<file path="src/rtl/clock_victim_pkg.sv">
package clock_victim_pkg;
  typedef enum logic [0:0] {
    SEL_IDLE = 1'b0,
    SEL_SCAN = 1'b1
  } sel_state_e;
endpackage

</file>
<file path="src/rtl/frame_flags.sv">
module frame_flags #(
  parameter int N_FRAMES = 4,
  localparam int IDX_W = $clog2(N_FRAMES)
) (
  input  logic                clk,
  input  logic                rst_n,
  input  logic                touch_en,
  input  logic [IDX_W-1:0]    touch_idx,
  input  logic                clr_en,
  input  logic [IDX_W-1:0]    clr_idx,
  input  logic                load_en,
  input  logic [IDX_W-1:0]    load_idx,
  output logic [N_FRAMES-1:0] use_q,
  output logic [N_FRAMES-1:0] occ_q
);

  for (genvar gi = 0; gi < N_FRAMES; gi++) begin : g_frame
    logic touch_hit, clr_hit, load_hit;
    logic use_d, occ_d, upd_en;

    assign touch_hit = touch_en && (touch_idx == IDX_W'(gi)) && occ_q[gi];
    assign clr_hit   = clr_en   && (clr_idx   == IDX_W'(gi));
    assign load_hit  = load_en  && (load_idx  == IDX_W'(gi));
    assign upd_en    = touch_hit || clr_hit || load_hit;

    // Order of precedence: a load beats a touch, and a touch beats a sweep clear.
    always_comb begin
      use_d = use_q[gi];
      occ_d = occ_q[gi];
      if (clr_hit)   use_d = 1'b0;
      if (touch_hit) use_d = 1'b1;
      if (load_hit) begin
        use_d = 1'b0;
        occ_d = 1'b1;
      end
    end

    always_ff @(posedge clk or negedge rst_n) begin
      if (!rst_n) begin
        use_q[gi] <= 1'b0;
        occ_q[gi] <= 1'b0;
      end else if (upd_en) begin
        use_q[gi] <= use_d;
        occ_q[gi] <= occ_d;
      end
    end
  end

endmodule

</file>
<file path="src/rtl/hand_ring.sv">
module hand_ring #(
  parameter int N_FRAMES = 4,
  localparam int IDX_W = $clog2(N_FRAMES)
) (
  input  logic             clk,
  input  logic             rst_n,
  input  logic             adv_en,
  input  logic             jump_en,
  input  logic [IDX_W-1:0] jump_idx,
  output logic [IDX_W-1:0] hand_q
);

  logic [IDX_W-1:0] hand_d;
  logic             hand_en;

  function automatic logic [IDX_W-1:0] ring_inc(input logic [IDX_W-1:0] v);
    return (v == IDX_W'(N_FRAMES - 1)) ? '0 : v + 1'b1;
  endfunction

  // A jump lands one frame past the frame just filled.
  always_comb begin
    hand_en = adv_en || jump_en;
    hand_d  = hand_q;
    if (jump_en)     hand_d = ring_inc(jump_idx);
    else if (adv_en) hand_d = ring_inc(hand_q);
  end

  always_ff @(posedge clk or negedge rst_n) begin
    if (!rst_n)       hand_q <= '0;
    else if (hand_en) hand_q <= hand_d;
  end

endmodule

</file>
<file path="src/rtl/scan_ctrl.sv">
module scan_ctrl
  import clock_victim_pkg::*;
#(
  parameter int N_FRAMES = 4,
  localparam int IDX_W = $clog2(N_FRAMES)
) (
  input  logic                clk,
  input  logic                rst_n,
  input  logic                place_req,
  input  logic [N_FRAMES-1:0] use_q,
  input  logic [N_FRAMES-1:0] occ_q,
  input  logic [IDX_W-1:0]    hand_q,
  output logic                clr_en,
  output logic [IDX_W-1:0]    clr_idx,
  output logic                load_en,
  output logic [IDX_W-1:0]    load_idx,
  output logic                adv_en,
  output logic                jump_en,
  output logic [IDX_W-1:0]    jump_idx,
  output logic                busy,
  output logic                done_q,
  output logic [IDX_W-1:0]    frame_q,
  output logic                evict_q
);

  sel_state_e       state_q, state_d;
  logic             free_found;
  logic [IDX_W-1:0] free_idx;
  logic             done_d, evict_d;
  logic [IDX_W-1:0] frame_d;

  // First empty frame at or after the hand, in ring order.
  always_comb begin
    free_found = 1'b0;
    free_idx   = '0;
    for (int k = 0; k < N_FRAMES; k++) begin
      int pos;
      pos = int'(hand_q) + k;
      if (pos >= N_FRAMES) pos = pos - N_FRAMES;
      if (!free_found && !occ_q[pos]) begin
        free_found = 1'b1;
        free_idx   = IDX_W'(pos);
      end
    end
  end

  always_comb begin
    state_d  = state_q;
    clr_en   = 1'b0;
    clr_idx  = hand_q;
    load_en  = 1'b0;
    load_idx = hand_q;
    adv_en   = 1'b0;
    jump_en  = 1'b0;
    jump_idx = free_idx;
    done_d   = 1'b0;
    frame_d  = hand_q;
    evict_d  = 1'b0;
    case (state_q)
      SEL_IDLE: begin
        if (place_req) begin
          if (free_found) begin
            load_en  = 1'b1;
            load_idx = free_idx;
            jump_en  = 1'b1;
            done_d   = 1'b1;
            frame_d  = free_idx;
          end else begin
            state_d = SEL_SCAN;
          end
        end
      end
      SEL_SCAN: begin
        adv_en = 1'b1;
        if (use_q[hand_q]) begin
          clr_en = 1'b1;
        end else begin
          load_en = 1'b1;
          done_d  = 1'b1;
          evict_d = 1'b1;
          state_d = SEL_IDLE;
        end
      end
      default: state_d = SEL_IDLE;
    endcase
  end

  assign busy = (state_q == SEL_SCAN);

  always_ff @(posedge clk or negedge rst_n) begin
    if (!rst_n) begin
      state_q <= SEL_IDLE;
      done_q  <= 1'b0;
    end else begin
      state_q <= state_d;
      done_q  <= done_d;
    end
  end

  always_ff @(posedge clk or negedge rst_n) begin
    if (!rst_n) begin
      frame_q <= '0;
      evict_q <= 1'b0;
    end else if (done_d || done_q) begin
      frame_q <= frame_d;
      evict_q <= evict_d;
    end
  end

endmodule

</file>
<file path="src/rtl/clock_victim_sel.sv">
module clock_victim_sel #(
  parameter int N_FRAMES = 4,
  localparam int IDX_W = $clog2(N_FRAMES)
) (
  input  logic                clk,
  input  logic                rst_n,
  input  logic                touch_valid,
  input  logic [IDX_W-1:0]    touch_frame,
  input  logic                place_req,
  output logic                busy,
  output logic                place_done,
  output logic [IDX_W-1:0]    place_frame,
  output logic                place_evict,
  output logic [IDX_W-1:0]    hand_pos,
  output logic [N_FRAMES-1:0] use_bits
);

  logic [N_FRAMES-1:0] use_q, occ_q;
  logic [IDX_W-1:0]    hand_q;
  logic                clr_en, load_en, adv_en, jump_en;
  logic [IDX_W-1:0]    clr_idx, load_idx, jump_idx;
  logic                done_q, evict_q;
  logic [IDX_W-1:0]    frame_q;

  frame_flags #(.N_FRAMES(N_FRAMES)) flags_i (
    .clk       (clk),
    .rst_n     (rst_n),
    .touch_en  (touch_valid),
    .touch_idx (touch_frame),
    .clr_en    (clr_en),
    .clr_idx   (clr_idx),
    .load_en   (load_en),
    .load_idx  (load_idx),
    .use_q     (use_q),
    .occ_q     (occ_q)
  );

  hand_ring #(.N_FRAMES(N_FRAMES)) hand_i (
    .clk      (clk),
    .rst_n    (rst_n),
    .adv_en   (adv_en),
    .jump_en  (jump_en),
    .jump_idx (jump_idx),
    .hand_q   (hand_q)
  );

  scan_ctrl #(.N_FRAMES(N_FRAMES)) ctrl_i (
    .clk       (clk),
    .rst_n     (rst_n),
    .place_req (place_req),
    .use_q     (use_q),
    .occ_q     (occ_q),
    .hand_q    (hand_q),
    .clr_en    (clr_en),
    .clr_idx   (clr_idx),
    .load_en   (load_en),
    .load_idx  (load_idx),
    .adv_en    (adv_en),
    .jump_en   (jump_en),
    .jump_idx  (jump_idx),
    .busy      (busy),
    .done_q    (done_q),
    .frame_q   (frame_q),
    .evict_q   (evict_q)
  );

  assign place_done  = done_q;
  assign place_frame = frame_q;
  assign place_evict = evict_q;
  assign hand_pos    = hand_q;
  assign use_bits    = use_q;

endmodule

</file>
<file path="config.mk">
export PLATFORM = sky130hd
export DESIGN_NAME = clock_victim_sel
export DESIGN_NICKNAME = d
export VERILOG_FILES = /design/src/rtl/clock_victim_pkg.sv /design/src/rtl/frame_flags.sv /design/src/rtl/hand_ring.sv /design/src/rtl/scan_ctrl.sv /design/src/rtl/clock_victim_sel.sv
export SDC_FILE = /design/constraint.sdc
export NUM_CORES = 1
export LEC_CHECK = 0
export BUFFER_PORTS_ARGS = -buffer_cell sky130_fd_sc_hd__buf_2
export CAP_MARGIN = 5
export CORE_MARGIN = 2
export CORE_UTILIZATION = 49
export CTS_BUF_LIST = sky130_fd_sc_hd__clkbuf_16
export DETAILED_ROUTE_END_ITERATION = 10
export PLACE_DENSITY = 0.71
export SYNTH_ARGS = -nofsm -noshare
export SYNTH_HDL_FRONTEND = slang
export SYNTH_SLANG_ARGS = --single-unit
</file>
<file path="constraint.sdc">
create_clock -name clk -period 3.07 [get_ports clk]
set_input_delay 0.4605 -clock clk [delete_from_list [all_inputs] [get_ports clk]]
set_output_delay 0.4605 -clock clk [all_outputs]
set_load 0.01 [all_outputs]
</file>
==> metrics.txt, run 1 <==
largest buffer count on any clock path 2; total CTS buffers 3; Slew Viols, Final 0; commonest non-fill, non-tap cell in the layout buf_2; CP cell instances inv_1 > ha_1 > mux4_2 > a41oi_2 > inv_2 > o21ai_2 > nand3_2 > mux2_2; crit-path max cell delay 0.42 ns; Final Hold Viols 0; cell area power density 1350 nW/um^2; CTS tree yes; Area growth, synth to finish 17.1%; final wirelength 2.35 mm; Reg2Reg Depth 8; routed vias 875; Remaining Overflow, GRT 0; final hold slack 0.109 ns; P_leak 0.000544 uW; Setup crit end kind register; RSZ-0062 raised after global routing no; GRT Overall Usage 20.6%; Max-cap violations 0; number of global-route vias before repair 851; min cycle time layout 2.44 ns; Post-Syn Area 1080 sq um; drt pass-1 iters 4; ANT nets after route 0; CP startpoint kind register; worst vdd ir 0.853 mV; clk_lat worst skew 0.25 ns; Synth cell types 44; CTS HTree Levels 1; Syn Inst Count 100; Worst R2R Start hand_i.hand_q[0]$_DFFE_PN0P_; die width 50.9 um; Crit. path cell count 8; Worst Path Required 3.20 ns; Layout Skew 0.00664 ns; core area 2020 sq um; Register-to-Register Setup Slack 0.63 ns; worst-path maximum fanout 9; worst slew pin tran 0.388 ns; post-detail-place hpwl 1.77 mm; DRC marker count from the first detailed-route iteration 19; nets 130; ANT cells 0; Slew Limit Headroom 74.1%; Routed WL per cell 16.1 um; # hold bufs at CTS 0; average size of a mapped cell 10.8 sq um; Synth Warn # 0; die height 50.9 um; GP Congestion 0.901; initial antenna violation count 0; final worst-path cycle share 79.5%; Vias/cell 5.99; CP Buf/Inv Count 2; f_max 0.410 GHz; post-layout util 62.3%; Worst EP arrival 2.57 ns; num rows 16; clock-pin slew on the worst setup and hold paths 0.05 ns; setup TNS 0 ns; total setup buffers inserted after CTS 0; number of port buffers 16; post-synth net total 110; # resized after CTS 0; share of post-route cells with drive strength above 1 32.8%; setup violators final 0; #FFs+latches synth 15; global-route wire length before repair 3.90 mm; critical path's top delay family multiplexers; IO Pins 17; drt drc 0; most frequent cells in the layout buf_2, dfrtp_1, nand2_1; die area 2590 sq um; worst r2r dst ctrl_i.frame_q[1]$_DFFE_PN0P_; sink count of the clock tree 15; Starting Density 53.2%; largest net degree at the start of global routing 16; status completed; Crit Path Class register to register; Slowest-stage cell, CP mux4_2; Hold Path Class primary input to asynchronous set/reset pin; CP startpoint hand_i.hand_q[0]$_DFFE_PN0P_; post-synthesis sequential area ratio 34.9%; Root Driver clkbuf_16
## how the worst max path moves through the flow
stage	to	slack, ns
2_1_floorplan	ctrl_i.frame_q[1]$_DFFE_PN0P_	0.51
3_3_place_gp	ctrl_i.frame_q[1]$_DFFE_PN0P_	0.72
3_5_place_dp	ctrl_i.frame_q[1]$_DFFE_PN0P_	0.67
4_1_cts	ctrl_i.frame_q[1]$_DFFE_PN0P_	0.65
5_1_grt	ctrl_i.frame_q[1]$_DFFE_PN0P_	0.50
6_report	ctrl_i.frame_q[1]$_DFFE_PN0P_	0.63
## logic make-up after synthesis
group	after synthesis	share of synthesized area, %
adders and majority gates	4	4.65
xor gates and xnor gates	2	1.63
AOI/OAI and AO/OA	29	20.7
and+or+nand+nor	30	16.6
DFF	15	34.9
muxes	12	17.2
buffers and inverters	8	4.30
## routing by layer
layer,GRT usage [%],vias up,wire length (um)
li1,-,418,-
met1,28.4,423,1160
met2,31.8,32,1050
met3,6.43,2,129
met4,4.95,0,10
met5,0,-,0
## area by class of cell
type | instances | area (sq um)
fillers | 171 | 762
multi-input cells | 77 | 654
flip-flops and latches | 15 | 375
repair buffers | 18 | 95.1
clock buffers | 3 | 75.1
well taps | 27 | 33.8
inverters | 5 | 18.8
clock inverters | 1 | 7.51
## registers in the layout, summed over array words and instances (netlist names)
signal and count:
ctrl_i.done_q 1, ctrl_i.evict_q 1, ctrl_i.frame_q 2, flags_i.occ_q 4, flags_i.use_q 4, ctrl_i.busy 1, hand_i.hand_q 2
## report_power, final
| group | total [uW] | switching [uW] | internal, uW |
|---|---|---|---|
| Clock | 260 | 84.5 | 176 |
| Sequential | 405 | 106 | 299 |
| Combinational | 1040 | 577 | 462 |
| Total | 1700 | 767 | 937 |
## stage by stage
stage          power [uW]  setup slack, ns  instance area, sq um  std cells
6_report             1700            0.628                  1260        146
5_1_grt              1830            0.501                  1260        146
4_1_cts              1710            0.645                  1260        146
3_5_place_dp         1440            0.669                  1180        142
3_3_place_gp         1420            0.716                  1180        142
2_1_floorplan        1190            0.506                  1080        100
## synth_stat cells
master	n	area, sq um
a21boi_0	2	15.0
a21o_2	2	17.5
a21oi_1	8	40.0
a21oi_2	2	17.5
a221o_2	1	11.3
a222oi_1	1	10.0
a2bb2oi_1	1	8.76
a311oi_1	1	8.76
a31oi_1	2	12.5
a41oi_1	1	8.76
a41oi_2	1	16.3
and2_0	1	6.26
and2_1	2	12.5
and4b_1	1	10.0
buf_6	2	22.5
clkbuf_2	1	5.00
dfrtp_1	15	375
ha_1	4	50.1
inv_1	4	15.0
inv_2	1	3.75
mux2_1	1	11.3
mux2_2	1	11.3
mux2i_1	5	50.1
mux4_2	5	113
nand2_1	9	33.8
nand2b_1	3	18.8
nand2b_4	1	13.8
nand3_1	1	5.00
nand3_2	1	10.0
nand3b_1	1	7.51
nand4_1	1	6.26
nand4b_1	1	8.76
nor2_1	3	11.3
nor2_2	1	6.26
nor3_1	1	5.00
nor3b_1	1	7.51
nor4bb_1	1	10.0
o211ai_1	1	7.51
o21ai_2	1	8.76
o21bai_1	3	22.5
o22a_1	1	8.76
o32ai_1	1	8.76
or3_1	1	6.26
xnor2_1	2	17.5
(Power assumes the default switching activity.)
==> run 2: changes to the inputs <==
==> constraint.sdc (replaced) <==
create_clock -name clk -period 2.5 [get_ports clk]
set_input_delay 0.375 -clock clk [delete_from_list [all_inputs] [get_ports clk]]
set_output_delay 0.375 -clock clk [all_outputs]
set_load 0.01 [all_outputs]
==> metrics.txt, run 2 (synthesized netlist as in run 1, its figures left out) <==
status completed (unchanged); largest net degree at the start of global routing 16 (unchanged); commonest non-fill, non-tap cell in the layout buf_2 (unchanged); GRT Overall Usage 21.5% (was 20.6%); nets 133 (was 130); Clk pwr share 14.1% (was 15.3%); initial antenna violation count 0 (unchanged); Slowest-stage cell, CP dfrtp_2 (was mux4_2); Worst Path Required 2.62 ns (was 3.20 ns); global-route wire length before repair 4.15 mm (was 3.90 mm); number of port buffers 16 (unchanged); crit-path max cell delay 0.39 ns (was 0.42 ns); CTS tree yes (unchanged); die width 50.9 um (unchanged); largest registers flags_i.occ_q: 4 flops, flags_i.use_q: 4 flops (unchanged); CP cell instances inv_1 > ha_1 > mux4_2 > nand4_1 > a21oi_2 > nor2_2 > nor2_1 > mux2_2 (was inv_1 > ha_1 > mux4_2 > a41oi_2 > inv_2 > o21ai_2 > nand3_2 > mux2_2); GP Congestion 0.835 (was 0.901); CP startpoint kind register (unchanged); Starting Density 53.2% (unchanged); routed vias 888 (was 875); share of post-route cells with drive strength above 1 34.4% (was 32.8%); cell area power density 1660 nW/um^2 (was 1350 nW/um^2); ANT nets after route 0 (unchanged); number of global-route vias before repair 867 (was 851); Vias/cell 5.96 (was 5.99); # hold bufs at CTS 0 (unchanged); Worst EP arrival 2.44 ns (was 2.57 ns); Slew Viols, Final 0 (unchanged); clock-pin slew on the worst setup and hold paths 0.05 ns (about the same); ANT cells 0 (unchanged); Net Switching 940 uW (was 767 uW); worst-path maximum fanout 6 (was 9); final wirelength 2.38 mm (was 2.35 mm); Slew Limit Headroom 72.1% (was 74.1%); sink count of the clock tree 15 (unchanged); P_int 1180 uW (was 937 uW); # resized after CTS 0 (unchanged); die area 2590 sq um (unchanged); Hold Path Class primary input to asynchronous set/reset pin (unchanged); setup TNS 0 ns (unchanged); total CTS buffers 3 (unchanged); Root Driver clkbuf_16 (unchanged); RSZ-0062 raised after global routing no (unchanged); clk_lat worst skew 0.24 ns (was 0.25 ns); min cycle time layout 2.31 ns (was 2.44 ns); Layout Skew 0.000816 ns (was 0.00664 ns); total power draw 2120 uW (was 1700 uW); combinational share of power 62.3% (was 61.0%); drt drc 0 (unchanged); Switching Share 44.3% (was 45.0%); critical path's top delay family multiplexers (unchanged); Routed WL per cell 16.0 um (was 16.1 um); CP Buf/Inv Count 1 (was 2); Final Hold Viols 0 (unchanged); worst slew pin tran 0.415 ns (was 0.388 ns); Remaining Overflow, GRT 0 (unchanged); setup violators final 0 (unchanged); Fillers 165 (was 171); f_max 0.432 GHz (was 0.410 GHz); die height 50.9 um (unchanged); CTS HTree Levels 1 (unchanged); num rows 16 (unchanged); Max-cap violations 0 (unchanged); Seq pwr share 23.6% (was 23.8%); IO Pins 17 (unchanged); Crit Path Class register to register (unchanged); worst vdd ir 1.00 mV (was 0.853 mV); final worst-path cycle share 92.6% (was 79.5%); total setup buffers inserted after CTS 0 (unchanged); most frequent cells in the layout buf_2, dfrtp_1, nand2_1 (unchanged); P_leak 0.000563 uW (was 0.000544 uW); drt pass-1 iters 4 (unchanged); largest buffer count on any clock path 2 (unchanged); post-detail-place hpwl 1.76 mm (was 1.77 mm); Area growth, synth to finish 19.0% (was 17.1%); core area 2020 sq um (unchanged); Setup crit end kind register (unchanged); DRC marker count from the first detailed-route iteration 35 (was 19)
-- run 2: final timing paths --
| path | start | slack (ns) | to | cells past startpoint |
|---|---|---|---|---|
| setup / recovery | hand_i.hand_q[0]$_DFFE_PN0P_ | 0.19 | ctrl_i.frame_q[1]$_DFFE_PN0P_ | 8 |
| hold / removal | rst_n | 0.03 | ctrl_i.frame_q[1]$_DFFE_PN0P_ | 1 |
| setup reg to reg | hand_i.hand_q[0]$_DFFE_PN0P_ | 0.19 | ctrl_i.frame_q[1]$_DFFE_PN0P_ | 8 |
| hold reg to reg | ctrl_i.frame_q[0]$_DFFE_PN0P_ | 0.51 | ctrl_i.frame_q[0]$_DFFE_PN0P_ | 1 |
| max in group asynchronous | rst_n | 2.20 | hand_i.hand_q[0]$_DFFE_PN0P_ | 1 |
| min in group clk | touch_frame[0] | 0.43 | flags_i.use_q[1]$_DFFE_PN0P_ | 3 |
-- run 2: layout make-up --
type	count	area, sq um	area share, %
multi-input combinational	77	654	51.1
sequential	15	377	29.4
clock inverter	1	3.75	0.293
tap	27	33.8	2.64
timing repair buffer	21	118	9.19
clock buffer	3	75.1	5.87
inverter	5	18.8	1.47
-- run 2: routing by layer --
| layer | track usage, % | part of all wire, % | vias up |
|---|---|---|---|
| met5 | 0 | 0 | - |
| met3 | 5.26 | 5.5 | 0 |
| met4 | 1.35 | 0 | 0 |
| li1 | - | - | 423 |
| met2 | 33.8 | 49 | 31 |
| met1 | 31.6 | 46 | 434 |
-- run 2: through the flow --
| stage | util [%] | hold WS [ns] | cell area [sq um] | worst slack (ns) | std cells |
|---|---|---|---|---|---|
| final | 63.3 | 0.0295 | 1280 | 0.185 | 149 |
| after global routing | 63.3 | 0.0590 | 1280 | 0.0436 | 149 |
| after CTS | 63.3 | 0.0428 | 1280 | 0.192 | 149 |
| after detailed placement | 59.4 | 0.297 | 1200 | 0.228 | 145 |
| after global placement | 59.4 | 0.287 | 1200 | 0.229 | 145 |
| after floorplan | - | 0.0794 | 1080 | 0.0312 | 100 |
-- run 2: power by group through the flow --
stage	combinational, uW	sequential (uW)	clock (uW)
final	1320	501	299
after global routing	1460	523	322
after CTS	1320	499	305
after detailed placement	1300	502	0
after global placement	1290	494	0
after floorplan	935	531	0
==> run 3: changes to the inputs <==
--- a/config.mk
+++ b/config.mk
@@ -7,7 +7,7 @@
 export LEC_CHECK = 0
 export BUFFER_PORTS_ARGS = -buffer_cell sky130_fd_sc_hd__buf_2
 export CAP_MARGIN = 5
-export CORE_MARGIN = 2
+export CORE_MARGIN = 3
 export CORE_UTILIZATION = 49
 export CTS_BUF_LIST = sky130_fd_sc_hd__clkbuf_16
 export DETAILED_ROUTE_END_ITERATION = 10
==> metrics.txt, run 3 (synthesized netlist as in run 1, its figures left out) <==
status completed (unchanged); setup violators final 0 (unchanged); Setup crit end kind register (unchanged); global-route wire length before repair 4.15 mm (unchanged); Crit Path Class register to register (unchanged); CTS tree yes (unchanged); worst vdd ir 0.816 mV (was 1.00 mV); Final WS setup 0.183 ns (was 0.185 ns); CTS HTree Levels 1 (unchanged); largest registers flags_i.occ_q: 4 flops, flags_i.use_q: 4 flops (unchanged); drt pass-1 iters 4 (unchanged); # resized after CTS 0 (unchanged); post-detail-place hpwl 1.80 mm (was 1.76 mm); clk_lat worst skew 0.24 ns (about the same); Hold Path Class primary input to asynchronous set/reset pin (unchanged); number of port buffers 16 (unchanged); final worst-path cycle share 92.7% (was 92.6%); clock-pin slew on the worst setup and hold paths 0.04 ns (was 0.05 ns); Fillers 161 (was 165); total setup buffers inserted after CTS 0 (unchanged); nets 133 (unchanged); largest buffer count on any clock path 2 (unchanged); num rows 16 (unchanged); Final Hold Viols 0 (unchanged); final wirelength 2.34 mm (was 2.38 mm); Starting Density 53.2% (unchanged); routed vias 863 (was 888); Worst R2R Start hand_i.hand_q[0]$_DFFE_PN0P_ (unchanged); P_leak 0.000563 uW (unchanged); Area growth, synth to finish 19.0% (unchanged); share of post-route cells with drive strength above 1 34.4% (unchanged); GRT Overall Usage 20.4% (was 21.5%); largest net degree at the start of global routing 16 (unchanged); drt drc 0 (unchanged); Max-cap violations 0 (unchanged); initial antenna violation count 0 (unchanged); total power draw 2120 uW (about the same); Routed WL per cell 15.7 um (was 16.0 um); ANT nets after route 0 (unchanged); commonest non-fill, non-tap cell in the layout buf_2 (unchanged); CP startpoint kind register (unchanged); cell area power density 1650 nW/um^2 (was 1660 nW/um^2); worst slew pin tran 0.384 ns (was 0.415 ns); setup TNS 0 ns (unchanged); # hold bufs at CTS 0 (unchanged); ANT cells 0 (unchanged); Remaining Overflow, GRT 0 (unchanged); GP Congestion 0.886 (was 0.835); Register-to-Register Setup Slack 0.18 ns (was 0.19 ns); most frequent cells in the layout buf_2, dfrtp_1, nand2_1 (unchanged); die width 52.9 um (was 50.9 um); Layout Skew 0.000534 ns (was 0.000816 ns); worst r2r dst ctrl_i.frame_q[1]$_DFFE_PN0P_ (unchanged); dpl ws 0.197 ns (was 0.228 ns); core area 2020 sq um (unchanged); DRC marker count from the first detailed-route iteration 33 (was 35); f_max 0.432 GHz (about the same); die area 2790 sq um (was 2590 sq um); IO Pins 17 (unchanged); Slew Viols, Final 0 (unchanged); Slew Limit Headroom 74.2% (was 72.1%); Worst EP arrival 2.44 ns (about the same); Root Driver clkbuf_16 (unchanged); worst-path maximum fanout 6 (unchanged); number of global-route vias before repair 863 (was 867); Worst Path Required 2.62 ns (about the same); post-layout util 63.3% (unchanged); sink count of the clock tree 15 (unchanged); min cycle time layout 2.32 ns (was 2.31 ns); post-route cell area 1280 sq um (unchanged); Vias/cell 5.79 (was 5.96); Reg2Reg Depth 8 (unchanged); placed inst area 1200 sq um (unchanged); die height 52.9 um (was 50.9 um); total CTS buffers 3 (unchanged); RSZ-0062 raised after global routing no (unchanged)
==> run 3: stage by stage <==
step | hold slack (ns) | cells
2_1_floorplan | 0.0794 | 100
3_3_place_gp | 0.284 | 145
3_5_place_dp | 0.292 | 145
4_1_cts | 0.0374 | 149
5_1_grt | 0.0524 | 149
6_report | 0.0323 | 149
==> run 3: area by class of cell <==
type,instances,area [sq um],area share (%)
Multi-Input combinational cell,77,654,51.1
Inverter,5,18.8,1.47
Timing Repair Buffer,21,118,9.19
Clock inverter,1,3.75,0.293
Tap cell,27,33.8,2.64
Clock buffer,3,75.1,5.87
Sequential cell,15,377,29.4
==> run 3: worst max-delay path by stage <==
stage / startpoint / endpoint / slack, ns / cells past startpoint
finish: hand_i.hand_q[0]$_DFFE_PN0P_ / ctrl_i.frame_q[1]$_DFFE_PN0P_ / 0.18 / 8
global route: hand_i.hand_q[0]$_DFFE_PN0P_ / ctrl_i.frame_q[1]$_DFFE_PN0P_ / 0.02 / 8
CTS: hand_i.hand_q[0]$_DFFE_PN0P_ / ctrl_i.frame_q[1]$_DFFE_PN0P_ / 0.17 / 8
detailed placement: hand_i.hand_q[0]$_DFFE_PN0P_ / ctrl_i.frame_q[1]$_DFFE_PN0P_ / 0.20 / 8
global placement: hand_i.hand_q[0]$_DFFE_PN0P_ / flags_i.use_q[0]$_DFFE_PN0P_ / 0.23 / 7
floorplan: hand_i.hand_q[0]$_DFFE_PN0P_ / ctrl_i.frame_q[1]$_DFFE_PN0P_ / 0.03 / 9
==> run 3: critical path, cell delays in order, from the launching register on <==
cell	delay, ns
dfrtp_2	0.35
inv_1	0.06
ha_1	0.37
mux4_2	0.34
nand4_1	0.15
a21oi_2	0.32
nor2_2	0.10
nor2_1	0.17
mux2_2	0.35
==> run 3: routing by layer <==
metal | up-vias | GRT usage [%] | part of all wire, %
met5 | - | 0 | 0
met4 | 0 | 2.55 | 1.4
met3 | 5 | 5.63 | 8.2
met2 | 37 | 32.2 | 46
met1 | 396 | 28.6 | 45
li1 | 425 | - | -
==> run 3: report_power, final <==
group	internal, uW	switching, uW	total [uW]
logic	600	724	1320
registers	369	127	497
clock network	211	86.4	297
total	1180	938	2120
